--- src/rtl/bfu_pkg.sv ---
// Package for the bit-field unit.
// Holds the operation encoding and the default word width.
// Assumes the word width is a power of two.
package bfu_pkg;
    localparam int unsigned BFU_WORD_W = 16;

    typedef enum logic {
        OP_EXTRACT = 1'b0,
        OP_INJECT  = 1'b1
    } bfu_op_e;
endpackage

--- src/rtl/bfu_decode.sv ---
// Control decoder.
// Turns the packed shift and width codes into a left-rotate amount, a
// high-side mask count and a low-side mask count for the chosen operation.
// Assumes WORD_W is a power of two, so the rotate amount wraps naturally.
module bfu_decode
    import bfu_pkg::*;
#(
    parameter int unsigned WORD_W = BFU_WORD_W,
    localparam int unsigned NIB_W = $clog2(WORD_W),
    localparam int unsigned CNT_W = NIB_W + 1
) (
    input  bfu_op_e          op,
    input  logic [NIB_W-1:0] shift_c,
    input  logic [NIB_W-1:0] width_c,
    output logic [NIB_W-1:0] rot_amt,
    output logic [CNT_W-1:0] hi_cnt,
    output logic [CNT_W-1:0] lo_cnt
);
    localparam logic [CNT_W-1:0] FULL = CNT_W'(WORD_W);

    logic [CNT_W-1:0] w_eff;
    logic [CNT_W:0]   span;

    // Effective width: a zero code means the whole word.
    always_comb begin
        w_eff = (width_c == '0) ? FULL : {1'b0, width_c};
        span  = {1'b0, w_eff} + {2'b00, shift_c};
    end

    // Per-operation rotate amount and mask counts.
    always_comb begin
        if (op == OP_EXTRACT) begin
            rot_amt = NIB_W'(0) - shift_c;
            hi_cnt  = FULL - w_eff;
            lo_cnt  = '0;
        end else begin
            rot_amt = shift_c;
            lo_cnt  = {1'b0, shift_c};
            if (span >= {1'b0, FULL})
                hi_cnt = '0;
            else
                hi_cnt = FULL - span[CNT_W-1:0];
        end
    end
endmodule

--- src/rtl/bfu_rotmask.sv ---
// Rotate-and-double-mask slice.
// Rotates the input left by rot_amt, then zeroes the lo_cnt lowest bits
// and the hi_cnt highest bits. Mask counts may be as large as WORD_W.
module bfu_rotmask #(
    parameter int unsigned WORD_W = 16,
    localparam int unsigned NIB_W = $clog2(WORD_W),
    localparam int unsigned CNT_W = NIB_W + 1
) (
    input  logic [WORD_W-1:0] din,
    input  logic [NIB_W-1:0]  rot_amt,
    input  logic [CNT_W-1:0]  hi_cnt,
    input  logic [CNT_W-1:0]  lo_cnt,
    output logic [WORD_W-1:0] dout
);
    logic [WORD_W-1:0] stage [0:NIB_W];
    logic [WORD_W-1:0] keep;

    assign stage[0] = din;

    // Logarithmic rotator: stage k rotates by 2**k when its bit is set.
    for (genvar k = 0; k < NIB_W; k++) begin : g_rot
        localparam int unsigned AMT = 1 << k;
        assign stage[k+1] = rot_amt[k]
            ? {stage[k][WORD_W-1-AMT:0], stage[k][WORD_W-1:WORD_W-AMT]}
            : stage[k];
    end

    // Per-bit keep: the bit lies above the low mask and below the high mask.
    for (genvar i = 0; i < WORD_W; i++) begin : g_mask
        localparam logic [CNT_W-1:0] POS = CNT_W'(i);
        localparam logic [CNT_W-1:0] TOP = CNT_W'(WORD_W - 1 - i);
        assign keep[i] = (POS >= lo_cnt) && (hi_cnt <= TOP);
    end

    assign dout = stage[NIB_W] & keep;
endmodule

--- src/rtl/bitfield_unit.sv ---
// Bit-field extract/inject unit (top).
// Extract: A1 <- field of A0, right-justified; A0 is kept.
// Inject: the field of A0 <- low bits of A1; A1 is kept.
// One rotate/mask slice handles the data, and a second slice with the same
// settings builds the inject clearing mask from an all-ones word.
// Results and the done flag are registered; synchronous active-low reset.
module bitfield_unit
    import bfu_pkg::*;
#(
    parameter int unsigned WORD_W = BFU_WORD_W,
    localparam int unsigned NIB_W = $clog2(WORD_W),
    localparam int unsigned CNT_W = NIB_W + 1,
    localparam int unsigned CTRL_W = 2 * NIB_W
) (
    input  logic              clk,
    input  logic              rst_n,
    input  logic              valid_i,
    input  logic              op_i,
    input  logic [CTRL_W-1:0] ctrl_i,
    input  logic [WORD_W-1:0] a0_i,
    input  logic [WORD_W-1:0] a1_i,
    output logic [WORD_W-1:0] a0_o,
    output logic [WORD_W-1:0] a1_o,
    output logic              done_o
);
    bfu_op_e           op;
    logic [NIB_W-1:0]  rot_amt;
    logic [CNT_W-1:0]  hi_cnt;
    logic [CNT_W-1:0]  lo_cnt;
    logic [WORD_W-1:0] src;
    logic [WORD_W-1:0] placed;
    logic [WORD_W-1:0] fmask;
    logic [WORD_W-1:0] a0_nxt;
    logic [WORD_W-1:0] a1_nxt;

    assign op = bfu_op_e'(op_i);

    bfu_decode #(.WORD_W(WORD_W)) dec_i (
        .op      (op),
        .shift_c (ctrl_i[NIB_W-1:0]),
        .width_c (ctrl_i[CTRL_W-1:NIB_W]),
        .rot_amt (rot_amt),
        .hi_cnt  (hi_cnt),
        .lo_cnt  (lo_cnt)
    );

    // Source word: A0 is the field source for extract, A1 for inject.
    always_comb src = (op == OP_EXTRACT) ? a0_i : a1_i;

    bfu_rotmask #(.WORD_W(WORD_W)) data_i (
        .din     (src),
        .rot_amt (rot_amt),
        .hi_cnt  (hi_cnt),
        .lo_cnt  (lo_cnt),
        .dout    (placed)
    );

    bfu_rotmask #(.WORD_W(WORD_W)) mask_i (
        .din     ({WORD_W{1'b1}}),
        .rot_amt (rot_amt),
        .hi_cnt  (hi_cnt),
        .lo_cnt  (lo_cnt),
        .dout    (fmask)
    );

    // Next-state words for the selected operation.
    always_comb begin
        if (op == OP_EXTRACT) begin
            a0_nxt = a0_i;
            a1_nxt = placed;
        end else begin
            a0_nxt = (a0_i & ~fmask) | placed;
            a1_nxt = a1_i;
        end
    end

    // Result registers: load on valid, hold otherwise; done follows valid.
    always_ff @(posedge clk) begin
        if (!rst_n) begin
            a0_o   <= '0;
            a1_o   <= '0;
            done_o <= 1'b0;
        end else begin
            done_o <= valid_i;
            if (valid_i) begin
                a0_o <= a0_nxt;
                a1_o <= a1_nxt;
            end
        end
    end
endmodule

--- config.mk ---
export PLATFORM = sky130hd
export DESIGN_NAME = bitfield_unit
export DESIGN_NICKNAME = d
export VERILOG_FILES = /design/src/rtl/bfu_pkg.sv /design/src/rtl/bfu_decode.sv /design/src/rtl/bfu_rotmask.sv /design/src/rtl/bitfield_unit.sv
export SDC_FILE = /design/constraint.sdc
export NUM_CORES = 1
export LEC_CHECK = 0
export BUFFER_PORTS_ARGS = -buffer_cell sky130_fd_sc_hd__buf_2
export CORE_MARGIN = 4
export CORE_UTILIZATION = 58
export DETAILED_ROUTE_END_ITERATION = 10
export GPL_TIMING_DRIVEN = 0
export MAX_ROUTING_LAYER = met4
export PLACE_DENSITY = 0.79
export SYNTH_ARGS = -nofsm -noshare
export SYNTH_HDL_FRONTEND = slang
export SYNTH_HIERARCHICAL = 1
export SYNTH_SLANG_ARGS = --single-unit
--- constraint.sdc ---
create_clock -name clk -period 5.7 [get_ports clk]
set_clock_uncertainty 0.15 [all_clocks]
set_input_delay 1.14 -clock clk [delete_from_list [all_inputs] [get_ports clk]]
set_output_delay 1.14 -clock clk [all_outputs]
set_load 0.02 [all_outputs]
==> impl_metrics.yaml, run 1 <==
pwr:
  maximum_vdd_drop_uv: 105
  design_internal_power_uw: 657
  p_switching_uw: 385
  cellLeakagePower_nw: 2.58
  combinationalPowerShare_pct: 50.2
  p_clk_share_pct: 25.1
  share_seq_of_total_power_pct: 24.7
  design_power_total_mw: 1.04
  swShare_pct: 36.9
  pwr_density_cell_nw_per_um2: 201
yosys:
  post_synth_num_cell_types: 49
  synth_most_common_cell: "mux2i_1"
  syn_avg_cell_area_um2: 9.82
  synth_sequential_area_ratio_pct: 15.3
  yosysTopAreaCellShare_pct: 18.5
  yosys.area.top_type: "mux2i_1"
  async_reset_ff_share_pct: 0
  synth_top_flop_cell: "dfxtp_1"
  post_synth_instance_area_um2: 4320
  synthesis.yosys.warnings: 6
  synthCells: 440
  synth.top_cells.by_area: "mux2i_1 19%, dfxtp_1 15%, mux4_1 15%"
  synth_edf_count: 0
  ff_latch_count_synth: 33
  synth_commonest_cells: "80 x mux2i_1, 43 x o21ai_0, 33 x dfxtp_1"
timing:
  slew_headroom_pct: 16.6
  fmax_mhz: 193
  layout_min_cycle_time_ns: 5.18
  final_worst_path_period_share_pct: 90.9
  final-hold-violation-count: 0
  setup_repair_after_global_routing_missed_its_margin: "false"
  worst_pin_slew_ns: 1.25
  timing.final.ws_setup_ns: 0.516
  setup_viol_count_final: 0
  slew_viol_final: 0
  finalSetupTns_ns: 0
clocking:
  cts.repair.resized: 0
  cts-root-to-sink-buffers: 2
  clkTransAtPathRegs_ns: 0.07
  library_cell_used_as_clock_root_buffer: "clkbuf_8"
  cts_buffers: 5
  cts.repair_timing.setup_buffer_count: 0
  worst_skew_pair.late_latency_ns: 0.29
  htree_num_levels: 2
  post_cts_hold_buffers: 0
  tritoncts_clock_tree: "yes"
  cts.sink_count: 33
final_layout:
  area.growth.synth_to_final_pct: 20.1
  fillCellCount: 608
  share_of_cells_above_drive_strength_1_pct: 24.7
  diodes: 0
  fin_nets: 638
  postLayoutCellArea_um2: 5190
detailed_routing:
  route.vias.total: 4183
  vias_per_cell: 6.11
  ant_nets: 0
  drt_pre_antenna_iters: 5
  drcViolationCount: 0
  avgRoutedWirePerCell_um: 18.6
  drt_iter0_drc: 359
  wirelength_mm: 12.8
placed_design:
  final_weighted_congestion_of_routability_driven_global_placement: 0.984
  placement.setup.worst_slack_ns: 0.388
  dpl.hpwl_mm: 10.1
  placement_stage_cell_area_um2: 5060
  io_buffers: 75
global_route:
  grtUsageTotal_pct: 29.9
  grt_overflow_total: 0
  pin_count_of_the_biggest_net_entering_global_routing: 17
  number_of_global_route_vias_before_repair: 3978
  first_pass_grt_wire_length_mm: 20.2
  antenna_found_initial: 0
floorplanning:
  dieWidth_um: 94.3
  io_pins: 77
  floorplan.die.height_um: 94.3
  floorplan.initialDensity_pct: 59.6
  rows: 31
  die_area_um2: 8900
  core_area_um2: 7250
setup_path:
  end_kind: "register"
  worst_endpoint_data_arrival_time_ns: 5.19
  required_ns: 5.70
  ff2ff_setup_slack_ns: 4.81
  cp_max_fanout: 16
  start_kind: "input port"
  path_class: "in2reg"
hold_path:
  worst_min_delay_path_category: "reg2reg"
run:
  maxCapViolCount: 0
run_status:
  outcome: "completed"
[per-layer routing]
layer | vias to the layer above | global-route usage, % | wire (um)
met5 | - | - | 0
met4 | 0 | 8.90 | 356
met2 | 196 | 51.5 | 6410
li1 | 1964 | - | -
met3 | 36 | 2.72 | 855
met1 | 1987 | 37.2 | 5140
[flip-flops by register name (all words and copies together) (netlist names)]
name / cells
a0_o: 16
done_o: 1
a1_o: 16
[cell usage in the layout, fill, tap and decap left out, types with 4 or more instances in the layout]
cell type  count
clkbuf_8       9
nor2_1        14
a31oi_1       18
a21bo_1       12
nand2_1       30
buf_2         81
dfxtp_1       33
and3_1        12
conb_1        65
xor2_1         6
clkbuf_1       9
o21ai_0       43
a21oi_1       18
and4_1        10
buf_6          8
and2_1         7
ha_1           8
mux4_2         8
mux4_1        24
inv_1         11
mux2i_1       80
nor4_1         4
a21bo_2        4
o211a_1        6
nand3_1        7
mux2_2        17
buf_4          5
[final timing paths]
kind,end,depth (start not counted),startpoint
max,a0_o[9]$_SDFFE_PN0P_,15,ctrl_i[4]
min,a0_o[14]$_SDFFE_PN0P_,2,a0_o[14]$_SDFFE_PN0P_
max reg2reg,a1_o[8]$_SDFFE_PN0P_,2,a1_o[8]$_SDFFE_PN0P_
min reg2reg,a0_o[14]$_SDFFE_PN0P_,2,a0_o[14]$_SDFFE_PN0P_
[cell type report]
class | count | area (um2) | share of cell area (%)
multi-input cells | 420 | 3540 | 68.1
flip-flops and latches | 33 | 661 | 12.7
repair buffers | 75 | 375 | 7.23
plain buffers | 39 | 319 | 6.15
well taps | 99 | 124 | 2.39
clock buffers | 5 | 68.8 | 1.33
clock inverters | 3 | 65.1 | 1.25
inverters | 11 | 41.3 | 0.795
[through the flow]
stage	utilization (%)	instances	hold WS, ns
5_1_grt	71.6	685	0.422
4_1_cts	71.6	685	0.373
3_5_place_dp	69.7	677	0.361
3_3_place_gp	69.7	677	0.350
6_report	71.6	685	0.377
2_1_floorplan	-	503	0.424
[logic make-up after synthesis]
kind of cell             count (synthesis)  share of synthesized area, %
AND/OR/NAND/NOR                         93                          12.0
adder cells (fa/ha/maj)                  9                          2.78
AO/OA/AOI/OAI                          116                          17.8
flip-flops                              33                          15.3
buffers and inverters                   50                          8.34
XOR/XNOR                                 8                          1.94
multiplexers                           129                          41.7
other                                    2                         0.174
[power groups by stage]
stage	logic (mW)	clock network [mW]	registers (mW)
5_1_grt	0.565	0.274	0.259
2_1_floorplan	0.359	0	0.283
4_1_cts	0.502	0.262	0.257
6_report	0.523	0.262	0.257
3_5_place_dp	0.498	0	0.262
3_3_place_gp	0.494	0	0.261
[worst max-delay path, cell delays in order]
cell and delay, ns:
buf_2 0.13, inv_1 0.09, ha_1 0.20, or3b_4 0.42, nand2_1 0.13, inv_1 0.05, ha_1 0.27, a211oi_1 0.30
nor2_1 0.14, xnor3_1 0.29, o22ai_1 0.36, a2111oi_0 1.03, and4_1 0.41, a21bo_2 0.16, a31oi_1 0.07
No activity file was read; power rests on OpenSTA's default activity.
==> run 2, diff against run 1 <==
- GPL_TIMING_DRIVEN: 0 -> default
==> impl_metrics.yaml, run 2 (synthesized netlist as in run 1, its figures left out) <==
clocking:
  post_cts_hold_buffers: 0
  worst_skew_pair.late_latency_ns: 0.28
  clkTransAtPathRegs_ns: 0.07
  cts.repair_timing.setup_buffer_count: 0
  cts.sink_count: 33
  cts-root-to-sink-buffers: 2
  library_cell_used_as_clock_root_buffer: "clkbuf_8"
  tritoncts_clock_tree: "yes"
  htree_num_levels: 2
  cts.repair.resized: 0
  cts_buffers: 5
detailed_routing:
  drcViolationCount: 0
  ant_nets: 0
  route.vias.total: 3997
  drt_iter0_drc: 252
  drt_pre_antenna_iters: 5
  vias_per_cell: 6.09
  wirelength_mm: 12.2
  avgRoutedWirePerCell_um: 18.5
timing:
  fmax_mhz: 192
  final_worst_path_period_share_pct: 91.5
  slew_viol_final: 0
  setup_viol_count_final: 0
  final-hold-violation-count: 0
  layout_min_cycle_time_ns: 5.22
  setup_repair_after_global_routing_missed_its_margin: "false"
  finalSetupTns_ns: 0
  worst_pin_slew_ns: 1.16
  slew_headroom_pct: 22.5
setup_path:
  number_of_cell_instances_on_the_worst_register_to_register_path: 2
  ff2ff_setup_slack_ns: 4.82
  rr_startpoint: "a0_o[9]$_SDFFE_PN0P_"
  critical_path.max_stage_delay_ns: 1.03
  required_ns: 5.66
  critical_path.reg2reg.endpoint: "a0_o[9]$_SDFFE_PN0P_"
  start_kind: "input port"
  worstPathBufferInverterCount: 3
  end_kind: "register"
  path_class: "in2reg"
  crit_chain: "buf_2 -> inv_1 -> ha_1 -> or3b_4 -> nand2_1 -> inv_1 -> ha_1 -> a211oi_1 -> nor2_1 -> xnor3_1 -> o22ai_1 -> a2111oi_0 -> and4_1 -> a21bo_2 -> a31oi_1"
  cp_max_fanout: 16
  timing.critical_path.max_delay_family: "compound AO/OA/AOI/OAI gates"
  worst_endpoint_data_arrival_time_ns: 5.18
  critical-path-slowest-cell: "a2111oi_0"
placed_design:
  numPlacedInstances: 648
  placement_stage_cell_area_um2: 4850
  final_weighted_congestion_of_routability_driven_global_placement: 1.02
  io_buffers: 76
  dpl.hpwl_mm: 9.71
final_layout:
  postLayoutCellArea_um2: 4940
  post_layout_nonfiller_instances: 656
  area.growth.synth_to_final_pct: 14.2
  share_of_cells_above_drive_strength_1_pct: 23.2
  final_common_cell: "mux2i_1"
  fin_nets: 609
  final_core_util_pct: 68.1
  biggestRegsByFlops: "a0_o (16), a1_o (16), done_o (1)"
  fillCellCount: 614
  diodes: 0
  layout_common_cells: "80 x mux2i_1, 76 x buf_2, 65 x conb_1, 43 x o21ai_0, 33 x dfxtp_1"
floorplanning:
  die_area_um2: 8900
  dieWidth_um: 94.3
  core_area_um2: 7250
  rows: 31
  floorplan.initialDensity_pct: 59.6
  io_pins: 77
  floorplan.die.height_um: 94.3
hold_path:
  hold_path_end: "a0_o[14]$_SDFFE_PN0P_"
  worstHoldStart: "a0_o[14]$_SDFFE_PN0P_"
  min_delay_path_depth: 2
  worst_min_delay_path_category: "reg2reg"
global_route:
  number_of_global_route_vias_before_repair: 3651
  pin_count_of_the_biggest_net_entering_global_routing: 77
  first_pass_grt_wire_length_mm: 19.0
  antenna_found_initial: 0
  grt_overflow_total: 0
  grtUsageTotal_pct: 27.9
run_status:
  outcome: "completed"
pwr:
  design_internal_power_uw: 551
  share_seq_of_total_power_pct: 27.6
  design_power_total_uw: 931
  pwr_density_cell_nw_per_um2: 189
  combinationalPowerShare_pct: 54.0
  p_switching_uw: 380
  p_clk_share_pct: 18.4
  swShare_pct: 40.8
  maximum_vdd_drop_uv: 117
  cellLeakagePower_nw: 2.44
run:
  maxCapViolCount: 0
run 2: cell count changes in the layout (fill, tap and decap cells not counted), sizes merged:
cell and delta:
clkinvlp +1, buf -14, clkinv +1, bufinv -2, clkbuf -15
run 2: worst max-delay path by stage:
stage                           end  slack (ns)  cells after the start       from
3_5_place_dp   a0_o[9]$_SDFFE_PN0P_        0.33                     15  ctrl_i[4]
6_report       a0_o[9]$_SDFFE_PN0P_        0.48                     15  ctrl_i[4]
4_1_cts        a0_o[9]$_SDFFE_PN0P_        0.60                     15  ctrl_i[4]
2_1_floorplan  a0_o[5]$_SDFFE_PN0P_        1.21                     15  ctrl_i[4]
5_1_grt        a0_o[9]$_SDFFE_PN0P_        0.23                     15  ctrl_i[4]
3_3_place_gp   a0_o[9]$_SDFFE_PN0P_        0.44                     15  ctrl_i[4]
run 2: tightest hold or removal path, delay by kind of cell (launching register included):
family             cells  cell delay [ns]
DFF                    1             0.32
AOI/OAI and AO/OA      2             0.16
run 2: layer usage:
layer	vias up	track usage, %	wire [um]
li1	1896	-	-
met1	1899	36.5	5190
met2	182	47.0	5870
met3	20	2.48	815
met4	0	6.50	272
met5	-	-	0
run 2: power by group through the flow:
stage | clock (mW) | combinational, mW | sequential (mW)
after floorplan | 0 | 0.359 | 0.283
after global placement | 0 | 0.475 | 0.262
after detailed placement | 0 | 0.480 | 0.262
after CTS | 0.174 | 0.482 | 0.257
after global routing | 0.187 | 0.542 | 0.259
final | 0.171 | 0.502 | 0.257
run 2: cell type report:
class	count	area (um2)	share of cell area (%)
multi-input combinational	420	3560	72.2
sequential	33	661	13.4
timing repair buffer	85	460	9.33
tap	99	124	2.51
clock buffer	5	68.8	1.39
inverter	11	41.3	0.837
clock inverter	3	17.5	0.355
run 2: per-stage QoR:
stage | setup WS (ns) | hold slack, ns
2_1_floorplan | 1.21 | 0.424
3_3_place_gp | 0.439 | 0.350
3_5_place_dp | 0.327 | 0.361
4_1_cts | 0.604 | 0.370
5_1_grt | 0.233 | 0.408
6_report | 0.482 | 0.375
==> run 3, diff against run 2 <==
- ABC_AREA: default -> 1
- CORE_UTILIZATION: 58 -> 59
==> impl_metrics.yaml, run 3 <==
global_route:
  antenna_found_initial: 0
  first_pass_grt_wire_length_mm: 27.2
  number_of_global_route_vias_before_repair: 5458
  grtUsageTotal_pct: 34.4
  grt_overflow_total: 0
  pin_count_of_the_biggest_net_entering_global_routing: 60
clocking:
  clkTransAtPathRegs_ns: 0.07
  worst_skew_pair.late_latency_ns: 0.28
  post_cts_hold_buffers: 0
  htree_num_levels: 2
  cts-root-to-sink-buffers: 2
  cts.sink_count: 33
  cts.repair_timing.setup_buffer_count: 0
  tritoncts_clock_tree: "yes"
  cts.repair.resized: 0
  library_cell_used_as_clock_root_buffer: "clkbuf_8"
  cts_buffers: 5
final_layout:
  fin_nets: 970
  share_of_cells_above_drive_strength_1_pct: 22.1
  biggestRegsByFlops: "a0_o (16), a1_o (16), done_o (1)"
  area.growth.synth_to_final_pct: 7.71
  postLayoutCellArea_um2: 5420
  fillCellCount: 852
  layout_common_cells: "253 x nand2_1, 114 x nand3_1, 107 x nor2_1, 76 x buf_2, 63 x nand3_2"
  diodes: 0
  final_common_cell: "nand2_1"
  post_layout_nonfiller_instances: 1023
setup_path:
  end_kind: "register"
  required_ns: 5.72
  cp_max_fanout: 36
  number_of_cell_instances_on_the_worst_register_to_register_path: 2
  rr_startpoint: "a1_o[2]$_SDFFE_PN0P_"
  path_class: "in2reg"
  critical_path.reg2reg.endpoint: "a1_o[2]$_SDFFE_PN0P_"
  worst_endpoint_data_arrival_time_ns: 4.35
  beginning_of_the_critical_path: "ctrl_i[0]"
  ff2ff_setup_slack_ns: 4.88
  start_kind: "input port"
yosys:
  post_synth_instance_area_um2: 5030
  yosysTopAreaCellShare_pct: 18.9
  synthCells: 844
  yosys.area.top_type: "nand2_1"
  adder_and_majority_cell_fraction_of_the_synthesized_area_pct: 2.39
  largest_family_of_logic_cells_by_synthesized_area: "simple AND/OR/NAND/NOR gates"
  synth_commonest_cells: "253 x nand2_1, 114 x nand3_1, 107 x nor2_1"
  async_reset_ff_share_pct: 0
  ff_latch_count_synth: 33
  post_synth_num_cell_types: 32
  complex_gate_fraction_of_the_synthesized_area_pct: 13.7
  synth_sequential_area_ratio_pct: 13.1
  synth_top_flop_cell: "dfxtp_1"
  synth_mux_area_share_pct: 0
  synth_most_common_cell: "nand2_1"
  synth_edf_count: 0
  synth.top_cells.by_area: "nand2_1 19%, dfxtp_1 13%, nand3_2 13%"
  synthXorXnorAreaFrac_pct: 0.697
  yosys.area_share.simple_pct: 57.6
  synthesis.yosys.warnings: 6
  syn_avg_cell_area_um2: 5.96
detailed_routing:
  wirelength_mm: 16.9
  drt_pre_antenna_iters: 5
  route.vias.total: 5971
  avgRoutedWirePerCell_um: 16.5
  drcViolationCount: 0
  drt_iter0_drc: 475
  ant_nets: 0
  vias_per_cell: 5.84
placed_design:
  io_buffers: 76
  final_weighted_congestion_of_routability_driven_global_placement: 1.02
  placement_stage_cell_area_um2: 5300
  dpl.hpwl_mm: 13.5
  numPlacedInstances: 1015
timing:
  finalSetupTns_ns: 0
  worst_pin_slew_ns: 1.05
  final_worst_path_period_share_pct: 76.1
  slew_viol_final: 0
  fmax_mhz: 231
  fin_hold_ws_ns: 0.373
  setup_repair_after_global_routing_missed_its_margin: "false"
  slew_headroom_pct: 29.7
  final-hold-violation-count: 0
  setup_viol_count_final: 0
  layout_min_cycle_time_ns: 4.34
run_status:
  outcome: "completed"
floorplanning:
  dieWidth_um: 100
  die_area_um2: 10100
  floorplan.initialDensity_pct: 60.9
  core_area_um2: 8260
  floorplan.die.height_um: 100
  rows: 33
  io_pins: 77
run:
  maxCapViolCount: 0
pwr:
  pwr_density_cell_nw_per_um2: 195
  maximum_vdd_drop_uv: 163
  cellLeakagePower_nw: 2.86
hold_path:
  hold_path_end: "a0_o[0]$_SDFFE_PN0P_"
  worst_min_delay_path_category: "reg2reg"
  worstHoldStart: "a0_o[0]$_SDFFE_PN0P_"
  min_delay_path_depth: 2
-- run 3: changes by cell type in the layout (fill, tap and decap cells not counted), sizes merged, moves of 17 or more --
cell   delta
mux2i    -80
nand3   +172
mux2     -17
conb     -32
a21oi    +54
nand2   +245
inv      +39
nor2     +99
mux4     -32
-- run 3: where the power goes --
part / leakage [nW] / total (mW) / internal [mW] / switching [mW]
Combinational: 2.53 / 0.569 / 0.172 / 0.397
Sequential: 0.274 / 0.258 / 0.248 / 0.00951
Clock: 0.0585 / 0.227 / 0.143 / 0.0848
Total: 2.86 / 1.05 / 0.562 / 0.491
-- run 3: through the flow --
stage | power [mW] | utilization, % | setup slack, ns
5_1_grt | 1.13 | 65.6 | 1.02
6_report | 1.05 | 65.6 | 1.36
3_5_place_dp | 0.814 | 64.2 | 1.17
3_3_place_gp | 0.807 | 64.2 | 1.26
2_1_floorplan | 0.693 | - | 2.04
4_1_cts | 1.04 | 65.6 | 1.45
-- run 3: final cells by class --
class | instances | area (um2) | share of cell area [%]
clock buffers | 7 | 86.3 | 1.59
well taps | 105 | 131 | 2.43
multi-input cells | 745 | 3870 | 71.5
inverters | 50 | 208 | 3.83
flip-flops and latches | 33 | 661 | 12.2
repair buffers | 82 | 425 | 7.85
clock inverters | 1 | 30.0 | 0.554
-- run 3: logic make-up after synthesis --
family,after synthesis
adders and majority gates,9
buffers and inverters,97
and+or+nand+nor,573
DFF,33
xor gates and xnor gates,4
other,2
AOI/OAI and AO/OA,126
-- run 3: worst max-delay path by stage --
stage	end	slack, ns
after floorplan	a1_o[11]$_SDFFE_PN0P_	2.04
after global placement	a0_o[8]$_SDFFE_PN0P_	1.26
after detailed placement	a0_o[8]$_SDFFE_PN0P_	1.17
after CTS	a0_o[8]$_SDFFE_PN0P_	1.45
after global routing	a1_o[9]$_SDFFE_PN0P_	1.02
final	a0_o[8]$_SDFFE_PN0P_	1.36
-- run 3: metal layers --
metal,part of all wire (%),vias up,track usage (%)
met4,1.9,0,7.77
met3,11,29,7.44
met5,0,-,-
met2,44,325,50.7
li1,-,2904,-
met1,43,2713,48.3
-- run 3: worst max-delay path, cell delays in order --
cell and delay, ns:
buf_2 0.09, buf_4 0.41, ha_1 0.28, inv_1 0.07, fa_1 0.41, inv_1 0.10
nand2_1 0.08, nand2_1 0.10, nand3_1 0.07, nand3_1 0.09, nand2_1 0.05, nand2_1 0.06
nand2_1 0.15, nor2_1 0.27, nand3_1 0.21, nor2_1 0.15, nand2_1 0.06, nor2_1 0.25
nand2_1 0.13, nand2_1 0.10, a21oi_1 0.07
